File: src/rtl/eirq_pkg.sv
package eirq_pkg;
  typedef enum logic [1:0] {
    KIND_EN   = 2'd0,
    KIND_SEL  = 2'd1,
    KIND_FLAG = 2'd2,
    KIND_CTRL = 2'd3
  } reg_kind_e;

  localparam int CTRL_MASK_BIT = 0;
  localparam int CTRL_GEN_BIT  = 1;
endpackage

File: src/rtl/eirq_sync.sv
module eirq_sync #(
  parameter int W = 8
) (
  input  logic         clk,
  input  logic         rst_n,
  input  logic [W-1:0] pin,
  output logic [W-1:0] cur,
  output logic [W-1:0] prev
);
  logic [W-1:0] stage1_q, stage2_q, prev_q;

  always_ff @(posedge clk or negedge rst_n) begin
    if (!rst_n) begin
      stage1_q <= '0;
      stage2_q <= '0;
      prev_q   <= '0;
    end else begin
      stage1_q <= pin;
      stage2_q <= stage1_q;
      prev_q   <= stage2_q;
    end
  end

  assign cur  = stage2_q;
  assign prev = prev_q;


  prev_follows_chk: assert property (@(posedge clk) disable iff (!rst_n)
    1'b1 |=> (prev == $past(cur)));
endmodule

File: src/rtl/eirq_port_bank.sv
module eirq_port_bank #(
  parameter int W = 8
) (
  input  logic         clk,
  input  logic         rst_n,
  input  logic [W-1:0] cur,
  input  logic [W-1:0] prev,
  input  logic         wr_en,
  input  logic         wr_sel,
  input  logic         wr_flag,
  input  logic [W-1:0] wdata,
  output logic [W-1:0] en_q,
  output logic [W-1:0] sel_q,
  output logic [W-1:0] flag_q,
  output logic [W-1:0] hit
);
  logic [W-1:0] rise, fall, flag_d;

  always_comb begin
    rise = cur & ~prev;
    fall = ~cur & prev;
    hit  = (sel_q & fall) | (~sel_q & rise);
    if (wr_flag) flag_d = (flag_q & wdata) | hit;
    else         flag_d = flag_q | hit;
  end

  always_ff @(posedge clk or negedge rst_n) begin
    if (!rst_n) begin
      en_q   <= '0;
      sel_q  <= '0;
      flag_q <= '0;
    end else begin
      if (wr_en)  en_q  <= wdata;
      if (wr_sel) sel_q <= wdata;
      flag_q <= flag_d;
    end
  end


  hit_sets_flag_chk: assert property (@(posedge clk) disable iff (!rst_n)
    (hit != '0) |=> ((flag_q & $past(hit)) == $past(hit)));


  flag_rise_needs_hit_chk: assert property (@(posedge clk) disable iff (!rst_n)
    1'b1 |=> ((flag_q & ~$past(flag_q) & ~$past(hit)) == '0));


  steady_pin_no_flag_chk: assert property (@(posedge clk) disable iff (!rst_n)
    (cur == prev) |=> ((flag_q & ~$past(flag_q)) == '0));


  en_hold_chk: assert property (@(posedge clk) disable iff (!rst_n)
    !wr_en |=> $stable(en_q));
endmodule

File: src/rtl/eirq_global.sv
module eirq_global #(
  parameter int W = 8
) (
  input  logic         clk,
  input  logic         rst_n,
  input  logic         wr_ctrl,
  input  logic [W-1:0] wdata,
  input  logic         pending,
  input  logic         any_hit,
  output logic         mask_q,
  output logic         gen_q,
  output logic         irq,
  output logic         wake
);
  import eirq_pkg::*;

  always_ff @(posedge clk or negedge rst_n) begin
    if (!rst_n) begin
      mask_q <= 1'b0;
      gen_q  <= 1'b0;
      wake   <= 1'b0;
    end else begin
      if (wr_ctrl) begin
        mask_q <= wdata[CTRL_MASK_BIT];
        gen_q  <= wdata[CTRL_GEN_BIT];
      end
      wake <= any_hit;
    end
  end

  assign irq = pending & mask_q & gen_q;


  wake_single_chk: assert property (@(posedge clk) disable iff (!rst_n)
    (wake && !any_hit) |=> !wake);
endmodule

File: src/rtl/eirq_ctrl.sv
module eirq_ctrl #(
  parameter  int NPORTS  = 2,
  parameter  int PW      = 8,
  localparam int PORT_AW = (NPORTS > 1) ? $clog2(NPORTS) : 1,
  localparam int AW      = PORT_AW + 2
) (
  input  logic                 clk,
  input  logic                 rst_n,
  input  logic [NPORTS*PW-1:0] pin_i,
  input  logic                 bus_wr,
  input  logic [AW-1:0]        bus_addr,
  input  logic [PW-1:0]        bus_wdata,
  output logic [PW-1:0]        bus_rdata,
  output logic                 irq_o,
  output logic                 wake_o
);
  import eirq_pkg::*;

  logic [PW-1:0] en_a   [NPORTS];
  logic [PW-1:0] sel_a  [NPORTS];
  logic [PW-1:0] flag_a [NPORTS];
  logic [PW-1:0] hit_a  [NPORTS];
  logic [NPORTS*PW-1:0] hit_all;
  logic [PORT_AW-1:0] port_idx;
  reg_kind_e kind;
  logic pending, mask_q, gen_q, wr_ctrl;

  assign port_idx = bus_addr[AW-1:2];
  assign kind     = reg_kind_e'(bus_addr[1:0]);
  assign wr_ctrl  = bus_wr && (kind == KIND_CTRL) && (port_idx == '0);

  for (genvar p = 0; p < NPORTS; p++) begin : g_port
    logic [PW-1:0] cur, prev;
    logic hit_me;
    assign hit_me = bus_wr && (port_idx == PORT_AW'(p));

    eirq_sync #(.W(PW)) u_sync (
      .clk (clk), .rst_n (rst_n),
      .pin (pin_i[p*PW +: PW]),
      .cur (cur), .prev (prev)
    );

    eirq_port_bank #(.W(PW)) u_bank (
      .clk (clk), .rst_n (rst_n),
      .cur (cur), .prev (prev),
      .wr_en   (hit_me && kind == KIND_EN),
      .wr_sel  (hit_me && kind == KIND_SEL),
      .wr_flag (hit_me && kind == KIND_FLAG),
      .wdata   (bus_wdata),
      .en_q (en_a[p]), .sel_q (sel_a[p]), .flag_q (flag_a[p]), .hit (hit_a[p])
    );

    assign hit_all[p*PW +: PW] = hit_a[p];
  end

  always_comb begin
    pending = 1'b0;
    for (int p = 0; p < NPORTS; p++) pending = pending | (|(flag_a[p] & en_a[p]));
  end

  always_comb begin
    bus_rdata = '0;
    for (int p = 0; p < NPORTS; p++) begin
      if (port_idx == PORT_AW'(p)) begin
        case (kind)
          KIND_EN:   bus_rdata = en_a[p];
          KIND_SEL:  bus_rdata = sel_a[p];
          KIND_FLAG: bus_rdata = flag_a[p];
          default:   if (p == 0) bus_rdata = PW'({gen_q, mask_q});
        endcase
      end
    end
  end

  eirq_global #(.W(PW)) u_global (
    .clk (clk), .rst_n (rst_n),
    .wr_ctrl (wr_ctrl), .wdata (bus_wdata),
    .pending (pending), .any_hit (|hit_all),
    .mask_q (mask_q), .gen_q (gen_q),
    .irq (irq_o), .wake (wake_o)
  );


  wake_follows_hit_chk: assert property (@(posedge clk) disable iff (!rst_n)
    (|hit_all) |=> wake_o);


  no_wake_without_hit_chk: assert property (@(posedge clk) disable iff (!rst_n)
    !(|hit_all) |=> !wake_o);


  irq_gated_chk: assert property (@(posedge clk) disable iff (!rst_n)
    irq_o |-> (mask_q && gen_q && pending));
endmodule

File: config.mk
export PLATFORM = sky130hd
export DESIGN_NAME = eirq_ctrl
export DESIGN_NICKNAME = d
export VERILOG_FILES = /design/src/rtl/eirq_pkg.sv /design/src/rtl/eirq_sync.sv /design/src/rtl/eirq_port_bank.sv /design/src/rtl/eirq_global.sv /design/src/rtl/eirq_ctrl.sv
export SDC_FILE = /design/constraint.sdc
export NUM_CORES = 1
export LEC_CHECK = 0
export ABC_AREA = 1
export CAP_MARGIN = 10
export CORE_ASPECT_RATIO = 0.9
export CORE_UTILIZATION = 55
export CTS_CLUSTER_DIAMETER = 80
export DETAILED_ROUTE_END_ITERATION = 12
export GPL_TIMING_DRIVEN = 1
export PLACE_DENSITY_LB_ADDON = 0.08
export SYNTH_ARGS = -nofsm -noshare
export SYNTH_HDL_FRONTEND = slang
export SYNTH_HIERARCHICAL = 1
export SYNTH_SLANG_ARGS = --single-unit
File: constraint.sdc
create_clock -name clk -period 2.7 [get_ports clk]
set_input_delay 0.54 -clock clk [delete_from_list [all_inputs] [get_ports clk]]
set_output_delay 0.54 -clock clk [all_outputs]
set_load 0.01 [all_outputs]
==> results of run 1 <==
## registers in the layout, indices dropped and copies added (netlist names)
register,flops
g_port.u_sync/prev,16
g_port.u_bank/flag_q,16
u_global/wake,1
g_port.u_bank/sel_q,16
g_port.u_sync/cur,16
u_global/gen_q,1
g_port.u_bank/en_q,16
u_global/mask_q,1
g_port.u_sync/stage1_q,16
## cell families after synthesis
family                 share of synthesized area (%)
AOI/OAI and AO/OA                               5.44
buffers and inverters                           9.75
DFF                                             57.3
and+or+nand+nor                                 27.6
## layer usage
layer  GRT usage, %  vias to the layer above  wire length [um]
li1               -                     1669                 -
met1           37.0                     1622              4440
met2           36.9                       86              4150
met3           5.67                       10               537
met4           8.28                        0               121
met5              0                        -                 0
## through the flow
stage               instances  utilization, %  hold slack, ns  setup TNS, ns
floorplan                 500               -           0.244              0
global placement          635            63.6           0.332         -0.353
detailed placement        635            63.6           0.335         -0.744
CTS                       651            66.3           0.161              0
global route              651            66.3           0.183              0
finish                    651            66.3           0.139              0
## repair_timing
item,in CTS,in global routing
resized for setup,13,0
setup endpoints to repair,8,0
hold endpoints to repair,0,0
hold buffers,0,0
## worst max-delay path, stage by stage
cell and delay, ns:
clkdlybuf4s50_1 0.47, buf_6 0.16, nor2_4 0.05, buf_12 0.15, nand2_1 0.07, nand3_1 0.09
nand2_1 0.08, nand2_1 0.05, dlygate4sd2_1 0.27
## final timing paths
kind                                                    from  cells past startpoint                          to
worst max-delay path                             bus_addr[1]                      9                bus_rdata[7]
min in group clk                g_port[1].u_sync/stage1_q[5]                      0     g_port[1].u_sync/cur[5]
worst min register to register  g_port[1].u_sync/stage1_q[5]                      0     g_port[1].u_sync/cur[5]
worst min-delay path                                   rst_n                      1     g_port[1].u_sync/cur[1]
max in group asynchronous                              rst_n                      2  g_port[0].u_bank/flag_q[6]
worst max register to register     g_port[0].u_bank/sel_q[4]                      7               u_global/wake
## final cells by class
class                           instances  area, um^2  share of cell area [%]
Sequential cell                        99        2480                    49.3
Multi-Input combinational cell        315        1430                    28.4
Timing Repair Buffer                   55         529                    10.5
Inverter                               70         268                    5.33
Clock buffer                            9         124                    2.46
Tap cell                               96         120                    2.39
Clock inverter                          7        80.1                    1.59
## power by group through the flow
stage | Clock [mW] | Combinational (mW) | Sequential, mW
2_1_floorplan | 0 | 0.345 | 1.76
3_3_place_gp | 0 | 0.522 | 1.81
3_5_place_dp | 0 | 0.538 | 1.82
4_1_cts | 0.976 | 0.529 | 1.79
5_1_grt | 1.03 | 0.603 | 1.81
6_report | 0.944 | 0.526 | 1.79
## cell usage after synthesis
cell type,instances
nand2_1,139
dfrtp_1,99
nand3_1,99
inv_1,68
nor2_1,37
a21oi_2,16
o21ai_0,14
buf_6,7
buf_2,5
nor2_2,4
o21ai_1,4
buf_12,2
buf_4,2
inv_2,2
a21oi_1,1
nor2_4,1
==> impl_metrics.json, run 1 <==
{
  "min_period_over_period_pct": 92.1,
  "worst_pin_slew_ns": 0.612,
  "power_frac_clock_pct": 29.0,
  "layout_commonest_cell": "nand2_1",
  "htree_levels": 3,
  "drive_gt1_share_pct": 10.1,
  "combPwrFrac_pct": 16.1,
  "dieArea_um2": 8230,
  "grt_pass1_vias": 3168,
  "num_antenna_cells": 0,
  "grt_max_degree": 44,
  "setup_viol": 0,
  "irDropWorstVdd_mv": 0.338,
  "drc": 0,
  "io_buffer_count": 39,
  "die_w_um": 95.5,
  "min_period_ns": 2.49,
  "required_ns": 2.16,
  "ys_seq_area_share_pct": 57.3,
  "power_mw": 3.26,
  "yosysWarnings": 6,
  "syn_area_um2": 4330,
  "first_pass_iters": 4,
  "cts_buffers": 9,
  "power_frac_seq_pct": 54.9,
  "grtUsageTotal_pct": 25.1,
  "crit_arrival_ns": 1.95,
  "synthCells": 500,
  "cts-root-buf": "clkbuf_8",
  "startpoint_type": "input pin",
  "post_cts_buffers": 0,
  "rsz0062_at_grt": "no",
  "finalWeightedCongestion": 0.966,
  "fmax_ghz": 0.402,
  "p_int_mw": 2.23,
  "wl_um": 9250,
  "grt_overflow": 0,
  "tritoncts": "built",
  "drt-wirelength-per-cell_um": 14.2,
  "first_iter_violations": 179,
  "dp_hpwl_um": 6870,
  "hold_violations": 0,
  "max-cap-violations": 0,
  "finalInstanceArea_um2": 5030,
  "worst_slack_ns": 0.214,
  "power_density_nw_per_um2": 648,
  "nets": 580,
  "vias_per_cell": 5.20,
  "synth_top_area_cell": "dfrtp_1",
  "path_class": "input pin to primary output",
  "synth_nets": 530,
  "final_antenna_net_count": 0,
  "synth_cell_types": 16,
  "finClkSkew_ns": 0.00847,
  "core_um2": 7580,
  "synth_area_leaders": "dfrtp_1 57%, nand2_1 12%, nand3_1 11%",
  "final-max-slew-violation-count": 0,
  "dp_worst_setup_slack_ns": -0.109,
  "io_pins": 40,
  "synth_top_area_share_pct": 57.3,
  "cts_buffer_depth": 2,
  "cp_max_fo": 17,
  "relSlewSlack_pct": 59.1,
  "placed_area_um2": 4820,
  "vias": 3387,
  "initial_core_util_pct": 57.1,
  "clk_latency_ns": 0.37,
  "end_kind": "primary output",
  "die_h_um": 86.1,
  "avgSynthCellArea_um2": 8.65,
  "grt_antenna_before_repair": 0,
  "switching_share_pct": 31.5,
  "num_rows": 30,
  "p_switching_mw": 1.03,
  "ys_ff_latch": 99,
  "clock_sinks": 99,
  "min_path_type": "input pin to asynchronous set/reset pin",
  "final_cell_mix": "139 x nand2_1, 99 x nand3_1, 99 x dfrtp_1, 68 x inv_1, 37 x nor2_1",
  "outcome": "finished clean",
  "reg2reg_slack_ns": 1.46,
  "fillCellCount": 646,
  "leakage_nw": 2.54,
  "areaGrowthSynthToFinish_pct": 16.2,
  "clkTransAtPathRegs_ns": 0.10,
  "grt_pass1_wl_um": 15300
}
Note: power is estimated with default switching activity, not from simulation.
==> run 2, diff against run 1 <==
--- a/config.mk
+++ b/config.mk
@@ -11,7 +11,9 @@
 export CORE_UTILIZATION = 55
 export CTS_CLUSTER_DIAMETER = 80
 export DETAILED_ROUTE_END_ITERATION = 12
-export GPL_TIMING_DRIVEN = 1
+export DONT_BUFFER_PORTS = 1
+export GPL_ROUTABILITY_DRIVEN = 0
+export GPL_TIMING_DRIVEN = 0
 export PLACE_DENSITY_LB_ADDON = 0.08
 export SYNTH_ARGS = -nofsm -noshare
 export SYNTH_HDL_FRONTEND = slang
==> run 2 against run 1 <==
  * The run now ends with negative hold slack left
  * Critical path type unchanged
  * Power shrank 3.4%
  * Largest power group unchanged
  * Critical endpoint is now bus_rdata[6]
  * Global-route usage decreased by 0.081 points
  * Highest routed layer unchanged
  * Final cell count is 6.0% lower
==> impl_metrics.json, run 2 (same netlist as run 1, synthesis figures left out) <==
{
  "dp_hpwl_um": 6450,
  "relSlewSlack_pct": 54.5,
  "worst_pin_slew_ns": 0.680,
  "rr_worst_depth": 7,
  "drive_gt1_share_pct": 10.7,
  "core_um2": 7580,
  "worstReg2RegEnd": "u_global/wake",
  "cp_max_fo": 10,
  "path_class": "input pin to primary output",
  "wl_um": 9250,
  "max-cap-violations": 0,
  "min_period_over_period_pct": 69.9,
  "rr_startpoint": "g_port[1].u_bank/sel_q[1]",
  "grt_max_degree": 100,
  "violations": "negative hold slack",
  "vias": 3217,
  "hold_violations": 99,
  "grt_overflow": 0,
  "grt_pass1_wl_um": 14900,
  "areaGrowthSynthToFinish_pct": 7.43,
  "reg2reg_slack_ns": 1.52,
  "htree_levels": 3,
  "drc": 0,
  "power_mw": 3.15,
  "num_rows": 30,
  "fillCellCount": 646,
  "placedCellCount": 596,
  "grt_antenna_before_repair": 0,
  "nets": 541,
  "setup-tns-final_ns": 0,
  "worst_hold_slack_ns": -0.157,
  "final_cells": 612,
  "post_cts_buffers": 0,
  "clock_sinks": 99,
  "post_cts_resized": 0,
  "power_density_nw_per_um2": 678,
  "seqCellArea_um2": 2480,
  "multi_input_area_um2": 1430,
  "critPathBufInv": 2,
  "cts_buffer_depth": 2,
  "final-max-slew-violation-count": 0,
  "rsz0062_at_grt": "no",
  "clk_latency_ns": 0.38,
  "layout_commonest_cell": "nand2_1",
  "final_cell_mix": "139 x nand2_1, 99 x nand3_1, 99 x dfrtp_1, 68 x inv_1, 37 x nor2_1",
  "min_path_type": "input pin to asynchronous set/reset pin",
  "grt_pass1_vias": 3022,
  "final_antenna_net_count": 0,
  "startpoint_type": "input pin",
  "num_antenna_cells": 0,
  "cp_slowest_cell": "buf_2",
  "first_pass_iters": 5,
  "dieArea_um2": 8230,
  "crit_arrival_ns": 1.35,
  "outcome": "finished, violations left",
  "crit_family": "simple AND/OR/NAND/NOR gates",
  "cts-root-buf": "clkbuf_8",
  "initial_core_util_pct": 57.1,
  "vias_per_cell": 5.26,
  "drt-wirelength-per-cell_um": 15.1,
  "tritoncts": "built",
  "die_h_um": 86.1,
  "fmax_ghz": 0.530,
  "min_period_ns": 1.89,
  "end_kind": "primary output",
  "first_iter_violations": 184,
  "required_ns": 2.16,
  "cts_buffers": 9,
  "die_w_um": 95.5,
  "critical_path.max_stage_delay_ns": 0.26,
  "grtUsageTotal_pct": 25.0,
  "leakage_nw": 2.37,
  "clkTransAtPathRegs_ns": 0.11,
  "io_pins": 40,
  "finClkSkew_ns": 0.0110,
  "io_buffer_count": 0,
  "path_cells": "inv_2 > buf_2 > nand3_1 > nand3_1 > nand2_1 > nand2_1",
  "setup_viol": 0,
  "irDropWorstVdd_mv": 0.394
}
-- run 2: cell count changes in the layout (fill, tap and decap cells not counted), sizes merged --
cell           delta
inv               +1
clkdlybuf4s50    -29
clkinvlp          -1
dlygate4sd2       -9
buf               -1
-- run 2: routing by layer --
layer  wire length, um  track usage (%)  vias up
met4               144             8.28        0
met1              4370             36.2     1510
li1                  -                -     1592
met3               831             6.83       13
met5                 0                0        -
met2              3900             36.5      102
-- run 2: cell type report --
cell class,count,area share (%)
Clock buffer,9,2.66
Tap cell,96,2.58
Sequential cell,99,53.3
Multi-Input combinational cell,315,30.7
Buffer,16,3.42
Inverter,70,5.65
Clock inverter,7,1.67
-- run 2: metrics by stage --
stage	setup slack (ns)	util [%]	cell area (um^2)
final	0.812	61.3	4650
after global routing	0.712	61.3	4650
after CTS	0.811	61.3	4650
after detailed placement	0.651	58.6	4450
after global placement	0.645	58.6	4450
after floorplan	1.03	-	4330
-- run 2: worst max-delay path by stage --
stage	slack [ns]	to	depth (start not counted)	start
after floorplan	1.03	bus_rdata[0]	5	bus_addr[2]
after global placement	0.64	g_port[0].u_bank/sel_q[2]	6	bus_addr[2]
after detailed placement	0.65	g_port[0].u_bank/sel_q[1]	6	bus_addr[2]
after CTS	0.81	bus_rdata[7]	6	bus_addr[0]
after global routing	0.71	bus_rdata[5]	6	bus_addr[1]
final	0.81	bus_rdata[6]	6	bus_addr[1]
-- run 2: where the power goes --
part           internal, mW  total (mW)  switching [mW]
sequential             1.65        1.78           0.134
clock                 0.368       0.944           0.576
combinational         0.164       0.426           0.263
total                  2.18        3.15           0.973
==> run 3, diff against run 2 <==
==> constraint.sdc (replaced) <==
create_clock -name clk -period 1.6 [get_ports clk]
set_input_delay 0.32 -clock clk [delete_from_list [all_inputs] [get_ports clk]]
set_output_delay 0.32 -clock clk [all_outputs]
set_load 0.01 [all_outputs]
==> run 3 against run 2 <==
  * Routed wire length is 6.1% higher
  * Global-route usage up 0.84 points
  * The run ends with negative hold slack, negative setup slack left
  * Via count rose by 4.8%
  * Highest routed layer unchanged
  * Die area unchanged
  * Largest cell class unchanged
  * Setup slack worse by 0.91 ns
  * Clock power grew 68%
  * Cell area rose by 7.6%
  * Critical path depth did not move
  * Sequential power is 68% higher
  * Register-to-register slack worse by 1.1 ns
  * Critical endpoint is now irq_o
  * Sequential share of layout area is 3.7 points lower
==> impl_metrics.json, run 3 (same netlist as run 1, synthesis figures left out) <==
{
  "finClkSkew_ns": 0.00979,
  "startpoint": "g_port[1].u_bank/en_q[7]",
  "final_antenna_net_count": 0,
  "max-cap-violations": 0,
  "fmax_ghz": 0.589,
  "placedCellCount": 596,
  "io_pins": 40,
  "layout_commonest_cell": "nand2_1",
  "grt_antenna_before_repair": 0,
  "grt-busiest-layer": "met2",
  "grt_pass1_wl_um": 15500,
  "rr_startpoint": "g_port[0].u_bank/sel_q[5]",
  "end_kind": "primary output",
  "worst_pin_slew_ns": 0.716,
  "final_cell_mix": "128 x nand2_1, 99 x dfrtp_1, 88 x nand3_1, 68 x inv_1, 34 x nor2_1",
  "worstReg2RegEnd": "u_global/wake",
  "drt-wirelength-per-cell_um": 15.4,
  "first_pass_iters": 4,
  "wl_um": 9810,
  "grt_max_degree": 100,
  "die_h_um": 86.1,
  "initial_core_util_pct": 57.1,
  "core_um2": 7580,
  "clock_sinks": 99,
  "rr_worst_depth": 7,
  "hold_violations": 99,
  "outcome": "finished, violations left",
  "htree_levels": 3,
  "min_period_ns": 1.70,
  "grt_use_met3_pct": 6.29,
  "final_cells": 639,
  "grt_overflow": 0,
  "met1_usage_pct": 37.0,
  "num_rows": 30,
  "die_w_um": 95.5,
  "crit_arrival_ns": 1.38,
  "worst_hold_slack_ns": -0.373,
  "cp_slowest_cell": "dfrtp_1",
  "path_cells": "nand2_1 > nand3_1 > nor2_1 > nand3_1 > nand2_1 > nor2_2",
  "irDropWorstVdd_mv": 0.675,
  "tritoncts": "built",
  "nets": 568,
  "finalInstanceArea_um2": 5000,
  "worst_slack_ns": -0.0981,
  "violations": "negative hold slack, negative setup slack",
  "cp_max_fo": 3,
  "required_ns": 1.28,
  "cts_buffers": 9,
  "path_class": "flop to primary output",
  "min_period_over_period_pct": 106,
  "grt_pass1_vias": 3166,
  "drive_gt1_share_pct": 16.8,
  "global_route.usage.met2_pct": 39.0,
  "cts_buffer_depth": 2,
  "num_antenna_cells": 0,
  "grtUsageTotal_pct": 25.9,
  "vias": 3371,
  "crit_end": "irq_o",
  "clkTransAtPathRegs_ns": 0.10,
  "power_mw": 5.47,
  "reg2reg_slack_ns": 0.42,
  "cts_hold_buffers": 16,
  "relSlewSlack_pct": 52.1,
  "vias_per_cell": 5.28,
  "startpoint_type": "flop",
  "dieArea_um2": 8230,
  "rsz0062_at_grt": "yes",
  "dp_hpwl_um": 6450,
  "min_path_type": "input pin to asynchronous set/reset pin",
  "first_iter_violations": 195,
  "placed_area_um2": 4450,
  "setup_viol": 1,
  "final-max-slew-violation-count": 0,
  "cts-root-buf": "clkbuf_8",
  "areaGrowthSynthToFinish_pct": 15.6,
  "setup-tns-final_ns": -0.0981,
  "leakage_nw": 2.53,
  "drc": 0,
  "power_density_nw_per_um2": 1090,
  "critical_path.max_stage_delay_ns": 0.41,
  "clk_latency_ns": 0.38,
  "io_buffer_count": 0
}
[run 3: changes by cell type in the layout (fill, tap and decap cells not counted), sizes merged]
cell,previous run,this run
dlygate4sd3,0,16
buf,16,27
[run 3: critical path: cells and delay by family, from the launching register on]
kind | cells | cell delay [ns]
flops | 1 | 0.41
simple gates | 6 | 0.59
[run 3: through the flow]
stage          setup slack, ns  util, %
6_report               -0.0981     65.9
5_1_grt                 -0.117     65.9
4_1_cts                -0.0349     64.6
3_5_place_dp            -0.229     58.6
3_3_place_gp            -0.235     58.6
2_1_floorplan            0.227        -
[run 3: area by class of cell]
cell class	instances	area [um^2]
Sequential cell	99	2480
Clock buffer	9	124
Timing Repair Buffer	27	246
Multi-Input combinational cell	315	1530
Tap cell	96	120
Fill cell	611	2580
Clock inverter	7	77.6
Buffer	16	159
Inverter	70	263
[run 3: how the worst min path moves through the flow]
stage                      from                            to  slack, ns
final                     rst_n    g_port[1].u_bank/flag_q[0]      -0.37
after global routing      rst_n      g_port[1].u_sync/prev[3]      -0.40
after CTS                 rst_n     g_port[1].u_bank/sel_q[5]      -0.40
after detailed placement  rst_n  g_port[1].u_sync/stage1_q[1]       0.03
after global placement    rst_n    g_port[1].u_bank/flag_q[0]       0.03
after floorplan           rst_n      g_port[0].u_bank/en_q[0]       0.02
[run 3: what timing repair did]
| item | CTS | global route |
|---|---|---|
| gates resized for setup | 4 | 26 |
| setup buffers | 10 | 1 |
| endpoints found under the setup margin | 1 | 7 |
| pin swaps | 6 | 10 |
| endpoints found under the hold margin | 115 | 99 |
[run 3: power by group]
| group | total, mW | internal, mW | switching (mW) |
|---|---|---|---|
| Sequential | 2.99 | 2.78 | 0.217 |
| Clock | 1.59 | 0.621 | 0.972 |
| Combinational | 0.879 | 0.366 | 0.513 |
| Total | 5.47 | 3.76 | 1.70 |
[run 3: per-layer routing]
layer	vias up	routed length [um]
met3	14	736
met4	0	163
met5	-	0
met2	112	4240
li1	1647	-
met1	1598	4670
